### config.mk
export PLATFORM = sky130hd
export DESIGN_NAME = spi_reg_if
export DESIGN_NICKNAME = d
export VERILOG_FILES = /design/src/rtl/spi_reg_pkg.sv /design/src/rtl/spi_in_sync.sv /design/src/rtl/spi_frame_engine.sv /design/src/rtl/spi_reg_file.sv /design/src/rtl/spi_reg_if.sv
export SDC_FILE = /design/constraint.sdc
export NUM_CORES = 1
export LEC_CHECK = 0
export ABC_AREA = 1
export BUFFER_PORTS_ARGS = -buffer_cell sky130_fd_sc_hd__buf_2
export CAP_MARGIN = 0
export CORE_ASPECT_RATIO = 1.1
export CORE_MARGIN = 5
export CORE_UTILIZATION = 55
export DETAILED_ROUTE_END_ITERATION = 16
export GPL_TIMING_DRIVEN = 0
export PLACE_DENSITY = 0.79
export SYNTH_ARGS = -nofsm -noshare
export SYNTH_HDL_FRONTEND = slang
export SYNTH_SLANG_ARGS = --single-unit
### constraint.sdc
create_clock -name clk_i -period 3.2 [get_ports clk_i]
set_clock_uncertainty 0.1 [all_clocks]
set_input_delay 0.96 -clock clk_i [delete_from_list [all_inputs] [get_ports clk_i]]
set_output_delay 0.96 -clock clk_i [all_outputs]
set_load 0.05 [all_outputs]
### src/rtl/spi_reg_pkg.sv
package spi_reg_pkg;
  localparam int FRAME_BITS = 16;
  localparam int ADDR_W     = 4;
  localparam int DATA_W     = 11;
  localparam int CNT_W      = $clog2(FRAME_BITS + 2);

  localparam logic [ADDR_W-1:0] ADDR_STAT1 = 4'd0;
  localparam logic [ADDR_W-1:0] ADDR_STAT2 = 4'd1;
  localparam logic [ADDR_W-1:0] ADDR_CTRL1 = 4'd2;
  localparam logic [ADDR_W-1:0] ADDR_CTRL2 = 4'd3;

  localparam int GATE_RST_BIT = 2;

  typedef struct packed {
    logic              rd;
    logic [ADDR_W-1:0] addr;
    logic [DATA_W-1:0] data;
  } spi_cmd_t;
endpackage

### src/rtl/spi_in_sync.sv
module spi_in_sync #(
  parameter int W      = 3,
  parameter int STAGES = 2,
  parameter logic [W-1:0] RST_VAL = '0
) (
  input  logic         clk_i,
  input  logic         rst_ni,
  input  logic [W-1:0] d_i,
  output logic [W-1:0] q_o,
  output logic [W-1:0] q_prev_o
);
  for (genvar b = 0; b < W; b++) begin : g_bit
    logic [STAGES-1:0] chain;
    always_ff @(posedge clk_i or negedge rst_ni) begin
      if (!rst_ni) chain <= {STAGES{RST_VAL[b]}};
      else         chain <= {chain[STAGES-2:0], d_i[b]};
    end
    assign q_o[b] = chain[STAGES-1];
  end

  always_ff @(posedge clk_i or negedge rst_ni) begin
    if (!rst_ni) q_prev_o <= RST_VAL;
    else         q_prev_o <= q_o;
  end
endmodule

### src/rtl/spi_frame_engine.sv
module spi_frame_engine
  import spi_reg_pkg::*;
(
  input  logic                  clk_i,
  input  logic                  rst_ni,
  input  logic                  sclk_s_i,
  input  logic                  sclk_p_i,
  input  logic                  cs_s_i,
  input  logic                  cs_p_i,
  input  logic                  sdi_s_i,
  input  logic [FRAME_BITS-1:0] resp_word_i,
  output logic                  sdo_o,
  output logic                  sdo_oe_o,
  output logic                  done_o,
  output logic                  ok_o,
  output logic [FRAME_BITS-1:0] word_o
);
  localparam logic [CNT_W-1:0] CNT_FULL = CNT_W'(FRAME_BITS);
  localparam logic [CNT_W-1:0] CNT_SAT  = CNT_W'(FRAME_BITS + 1);

  logic                  in_frame, bad_start, sdo_q;
  logic [CNT_W-1:0]      cnt;
  logic [FRAME_BITS-1:0] sh_in, sh_out;
  logic                  cs_fall, cs_rise, sclk_rise, sclk_fall;

  assign cs_fall   =  cs_p_i & ~cs_s_i;
  assign cs_rise   = ~cs_p_i &  cs_s_i;
  assign sclk_rise =  sclk_s_i & ~sclk_p_i;
  assign sclk_fall = ~sclk_s_i &  sclk_p_i;

  always_ff @(posedge clk_i or negedge rst_ni) begin
    if (!rst_ni) begin
      in_frame  <= 1'b0;
      bad_start <= 1'b0;
      sdo_q     <= 1'b0;
      cnt       <= '0;
      sh_in     <= '0;
      sh_out    <= '0;
      done_o    <= 1'b0;
      ok_o      <= 1'b0;
      word_o    <= '0;
    end else begin
      done_o <= 1'b0;
      if (cs_fall) begin
        in_frame  <= 1'b1;
        bad_start <= sclk_s_i;
        cnt       <= '0;
        sh_out    <= resp_word_i;
        sdo_q     <= 1'b0;
      end else if (cs_rise) begin
        if (in_frame) begin
          done_o <= 1'b1;
          ok_o   <= ~bad_start & (cnt == CNT_FULL) & ~sclk_s_i;
          word_o <= sh_in;
        end
        in_frame <= 1'b0;
        sdo_q    <= 1'b0;
      end else if (in_frame) begin
        if (sclk_rise) begin
          sdo_q  <= sh_out[FRAME_BITS-1];
          sh_out <= {sh_out[FRAME_BITS-2:0], 1'b0};
        end
        if (sclk_fall) begin
          sh_in <= {sh_in[FRAME_BITS-2:0], sdi_s_i};
          if (cnt != CNT_SAT) cnt <= cnt + 1'b1;
        end
      end
    end
  end

  assign sdo_oe_o = in_frame;
  assign sdo_o    = in_frame & sdo_q;
endmodule

### src/rtl/spi_reg_file.sv
module spi_reg_file
  import spi_reg_pkg::*;
(
  input  logic                  clk_i,
  input  logic                  rst_ni,
  input  logic                  done_i,
  input  logic                  ok_i,
  input  logic [FRAME_BITS-1:0] word_i,
  input  logic [DATA_W-1:0]     stat1_i,
  input  logic [DATA_W-1:0]     stat2_i,
  output logic [DATA_W-1:0]     ctrl1_o,
  output logic [DATA_W-1:0]     ctrl2_o,
  output logic                  gate_reset_o,
  output logic [FRAME_BITS-1:0] resp_word_o
);
  spi_cmd_t          cmd;
  logic              resp_fault;
  logic [ADDR_W-1:0] resp_addr;
  logic [DATA_W-1:0] resp_data;

  assign cmd = spi_cmd_t'(word_i);

  always_ff @(posedge clk_i or negedge rst_ni) begin
    if (!rst_ni) begin
      resp_fault   <= 1'b0;
      resp_addr    <= ADDR_STAT1;
      ctrl1_o      <= '0;
      ctrl2_o      <= '0;
      gate_reset_o <= 1'b0;
    end else begin
      gate_reset_o <= 1'b0;
      if (done_i) begin
        if (!ok_i) begin
          resp_fault <= 1'b1;
        end else begin
          resp_fault <= 1'b0;
          if (cmd.rd) begin
            resp_addr <= cmd.addr;
          end else begin
            resp_addr <= ADDR_STAT1;
            if (cmd.addr == ADDR_CTRL1) begin
              ctrl1_o               <= cmd.data;
              ctrl1_o[GATE_RST_BIT] <= 1'b0;  // self-clearing command bit
              gate_reset_o          <= cmd.data[GATE_RST_BIT];
            end else if (cmd.addr == ADDR_CTRL2) begin
              ctrl2_o <= cmd.data;
            end
          end
        end
      end
    end
  end

  // Data is taken live when the next frame loads its response.
  always_comb begin
    case (resp_addr)
      ADDR_STAT1: resp_data = stat1_i;
      ADDR_STAT2: resp_data = stat2_i;
      ADDR_CTRL1: resp_data = ctrl1_o;
      ADDR_CTRL2: resp_data = ctrl2_o;
      default:    resp_data = '0;
    endcase
  end

  assign resp_word_o = resp_fault ? {1'b1, {(FRAME_BITS-1){1'b0}}}
                                  : {1'b0, resp_addr, resp_data};
endmodule

### src/rtl/spi_reg_if.sv
module spi_reg_if
  import spi_reg_pkg::*;
#(
  parameter int SYNC_STAGES = 2
) (
  input  logic              clk_i,
  input  logic              rst_ni,
  input  logic              sclk_i,
  input  logic              cs_ni,
  input  logic              sdi_i,
  output logic              sdo_o,
  output logic              sdo_oe_o,
  input  logic [DATA_W-1:0] stat1_i,
  input  logic [DATA_W-1:0] stat2_i,
  output logic [DATA_W-1:0] ctrl1_o,
  output logic [DATA_W-1:0] ctrl2_o,
  output logic              gate_reset_o
);
  logic [2:0]            pins_s, pins_p;
  logic                  frame_done, frame_ok;
  logic [FRAME_BITS-1:0] frame_word, resp_word;

  // bit 0 sclk, bit 1 cs_n (idles high), bit 2 sdi
  spi_in_sync #(.W(3), .STAGES(SYNC_STAGES), .RST_VAL(3'b010)) u_sync (
    .clk_i    (clk_i),
    .rst_ni   (rst_ni),
    .d_i      ({sdi_i, cs_ni, sclk_i}),
    .q_o      (pins_s),
    .q_prev_o (pins_p)
  );

  spi_frame_engine u_frame (
    .clk_i       (clk_i),
    .rst_ni      (rst_ni),
    .sclk_s_i    (pins_s[0]),
    .sclk_p_i    (pins_p[0]),
    .cs_s_i      (pins_s[1]),
    .cs_p_i      (pins_p[1]),
    .sdi_s_i     (pins_s[2]),
    .resp_word_i (resp_word),
    .sdo_o       (sdo_o),
    .sdo_oe_o    (sdo_oe_o),
    .done_o      (frame_done),
    .ok_o        (frame_ok),
    .word_o      (frame_word)
  );

  spi_reg_file u_regs (
    .clk_i        (clk_i),
    .rst_ni       (rst_ni),
    .done_i       (frame_done),
    .ok_i         (frame_ok),
    .word_i       (frame_word),
    .stat1_i      (stat1_i),
    .stat2_i      (stat2_i),
    .ctrl1_o      (ctrl1_o),
    .ctrl2_o      (ctrl2_o),
    .gate_reset_o (gate_reset_o),
    .resp_word_o  (resp_word)
  );

  // pins_p[2] is only kept for symmetry of the synchronizer
  logic unused_sdi_prev;
  assign unused_sdi_prev = pins_p[2];
endmodule

==> flow_summary.ini <==
[floorplan]
fp-row-count = 33
dieArea_um2 = 9550
die_h_um = 102
core_area_um2 = 7470
io_pins = 52
start_util = 0.566
die_w_um = 93.6

[cells_and_area]
final_util = 0.647
fin_area_um2 = 4830
final_nets = 590
fill_cells = 634
antenna_cells = 0
layout-drive-gt1-share = 0.178
area_growth_syn_to_layout_pct = 14.2

[worst_setup_path]
reg2reg_from = u_sync.g_bit[1].chain[1]
startpoint = u_frame.sdo_oe_o
end_kind = output pin
startpoint_type = flip-flop
path_max_fanout = 6
crit_type = reg -> out
worstPathRequired_ns = 2.14
worst_ep_arrival_time_ns = 1.24

[detailed_routing]
wl_per_cell_um = 14.0
vias = 3469
drt_iter0_markers = 144
wl_mm = 9.33
ant_nets = 0
vias_per_cell = 5.19
drtPass1Iterations = 5
drc = 0

[synth]
synthSimpleGateAreaFrac = 0.229
synth_nets = 528
synth_top_family_by_area = simple AND/OR/NAND/NOR gates
synth_seq_cells = 93
synth_edf_count = 0
ys_async_sr_fraction = 1.00
synthCells = 496
seq_area_frac_synth = 0.551
muxShareOfSynthArea = 0.00266
synth_area_um2 = 4230
synthAdderAreaFrac = 0.0148
synth-xor-area-share = 0
synth_compound_area_frac = 0.116
synth_ff_type = dfrtp_1
yosysWarnings = 0
syn_avg_cell_area_um2 = 8.53
synth_cell_types = 32

[clock_network]
clkLatencyLatePin_ns = 0.36
clk_pin_slew_ns = 0.09
max-clock-path-buffers = 2
clockRootBuffer = clkbuf_8
cts_resized = 0
numCtsBuffers = 9
cts_setup_buffers = 0
cts_tree = yes
cts_num_sinks = 93
hold_buffers = 0
cts_max_level = 3

[min_path]
min_from = u_sync.g_bit[0].chain[0]
hp-class = reg -> reg

[pwr]
p_leak_nw = 2.45
finalPower_mw = 2.63
p_per_area_nw_per_um2 = 544
peakVddDrop_mv = 0.358

[grt]
grt_overflow = 0
antenna_found_initial = 0
grt_pass1_wl_mm = 16.2
first_global_vias = 3506
track_usage = 0.215
grt_max_degree = 57

[placed_design]
placed_area_um2 = 4640
portBuffers = 50
hpwl_mm = 6.95
gp_congestion = 0.846

[job]
max_cap_viol_count = 0

[outcome]
outcome = complete, no violations

[timing]
holdWs_ns = 0.253
slew_viol_final = 0
fmax_ghz = 0.434
rsz0062_at_grt = false
hold_viol = 0
min_period_over_period = 0.720
fin_tns_setup_ns = 0
setup_viol = 0
relSlewSlack = 0.659
worst_pin_slew_ns = 0.511
finalCriticalPeriod_ns = 2.30
power by group:
group          leakage, nW  internal [mW]  switching (mW)
Sequential            1.22           1.33          0.0876
Clock               0.0947          0.303           0.454
Combinational         1.13          0.169           0.281
Total                 2.45           1.80           0.822
through the flow:
stage	setup slack (ns)	std cells
floorplan	1.01	496
global placement	0.249	651
detailed placement	1.29	652
CTS	0.870	668
global route	0.804	668
finish	0.896	668
state kept, by name, indices dropped and copies added, names as in the netlist:
name / flops
u_frame.sh_in: 16
u_frame.sh_out: 16
u_frame.word_o: 16
u_regs.ctrl2_o: 11
u_regs.ctrl1_o: 10
u_sync.g_bit.chain: 6
u_frame.cnt: 5
u_regs.resp_addr: 4
u_sync.q_prev_o: 2
u_frame.bad_start: 1
u_frame.done_o: 1
u_frame.ok_o: 1
u_frame.sdo_oe_o: 1
u_frame.sdo_q: 1
u_regs.gate_reset_o: 1
u_regs.resp_fault: 1
critical path, cell delays in order (launching register included):
cell,delay (ns)
dfrtp_1,0.50
nand2_1,0.08
inv_1,0.05
buf_2,0.25
routing by layer:
layer  wire [um]  up-vias  GRT usage
met2        4610       72      0.357
met4         125        0     0.0744
li1            -     1722          -
met3         496       11     0.0449
met5           0        -          0
met1        4090     1664      0.283
Yosys cell counts (2+ instances only):
library cell,number,area share
dfstp_2,3,0.019
nor2_1,21,0.019
buf_6,3,0.0080
inv_2,3,0.0027
nand3_1,62,0.073
dfrtp_1,90,0.53
o21ai_1,18,0.021
nor3_2,2,0.0047
nand2_1,122,0.11
nand4_1,5,0.0074
buf_4,3,0.0053
ha_1,5,0.015
inv_1,55,0.049
buf_2,9,0.011
clkbuf_1,10,0.0089
o21ai_0,67,0.079
a21oi_1,3,0.0035
kinds of logic after synthesis:
kind of cell / count (synthesis)
mux: 1
other cells: 1
compound gates: 93
fa+ha+maj: 5
simple gates: 219
buf+inv: 84
flops: 93
layout by cell type (no fill, tap or decap), drive strengths merged, types with 5 or more instances in the layout:
| cell type | n |
|---|---|
| buf | 66 |
| clkbuf | 19 |
| dfrtp | 90 |
| ha | 5 |
| inv | 64 |
| nand2 | 123 |
| nand3 | 63 |
| nand4 | 5 |
| nor2 | 24 |
| o21ai | 86 |
path summary, 6_finish.rpt:
check | endpoint | depth (start not counted) | slack (ns)
min reg2reg | u_sync.g_bit[0].chain[1] | 0 | 0.25
max reg2reg | u_frame.sh_out[9] | 10 | 1.30
max | sdo_o | 3 | 0.90
min in group asynchronous | u_frame.cnt[0] | 1 | 0.46
min | u_sync.g_bit[0].chain[1] | 0 | 0.25
max in group asynchronous | u_regs.ctrl1_o[7] | 2 | 1.92
area by class of cell:
class / instances / area [um^2] / area share
Clock buffer: 9 / 124 / 0.0256
Multi-Input combinational cell: 319 / 1540 / 0.318
Sequential cell: 93 / 2330 / 0.482
Timing Repair Buffer: 51 / 280 / 0.0580
Inverter: 59 / 224 / 0.0463
Tap cell: 105 / 131 / 0.0272
Clock inverter: 7 / 65.1 / 0.0135
Buffer: 25 / 139 / 0.0287
Note: power is estimated with default switching activity, not from simulation.
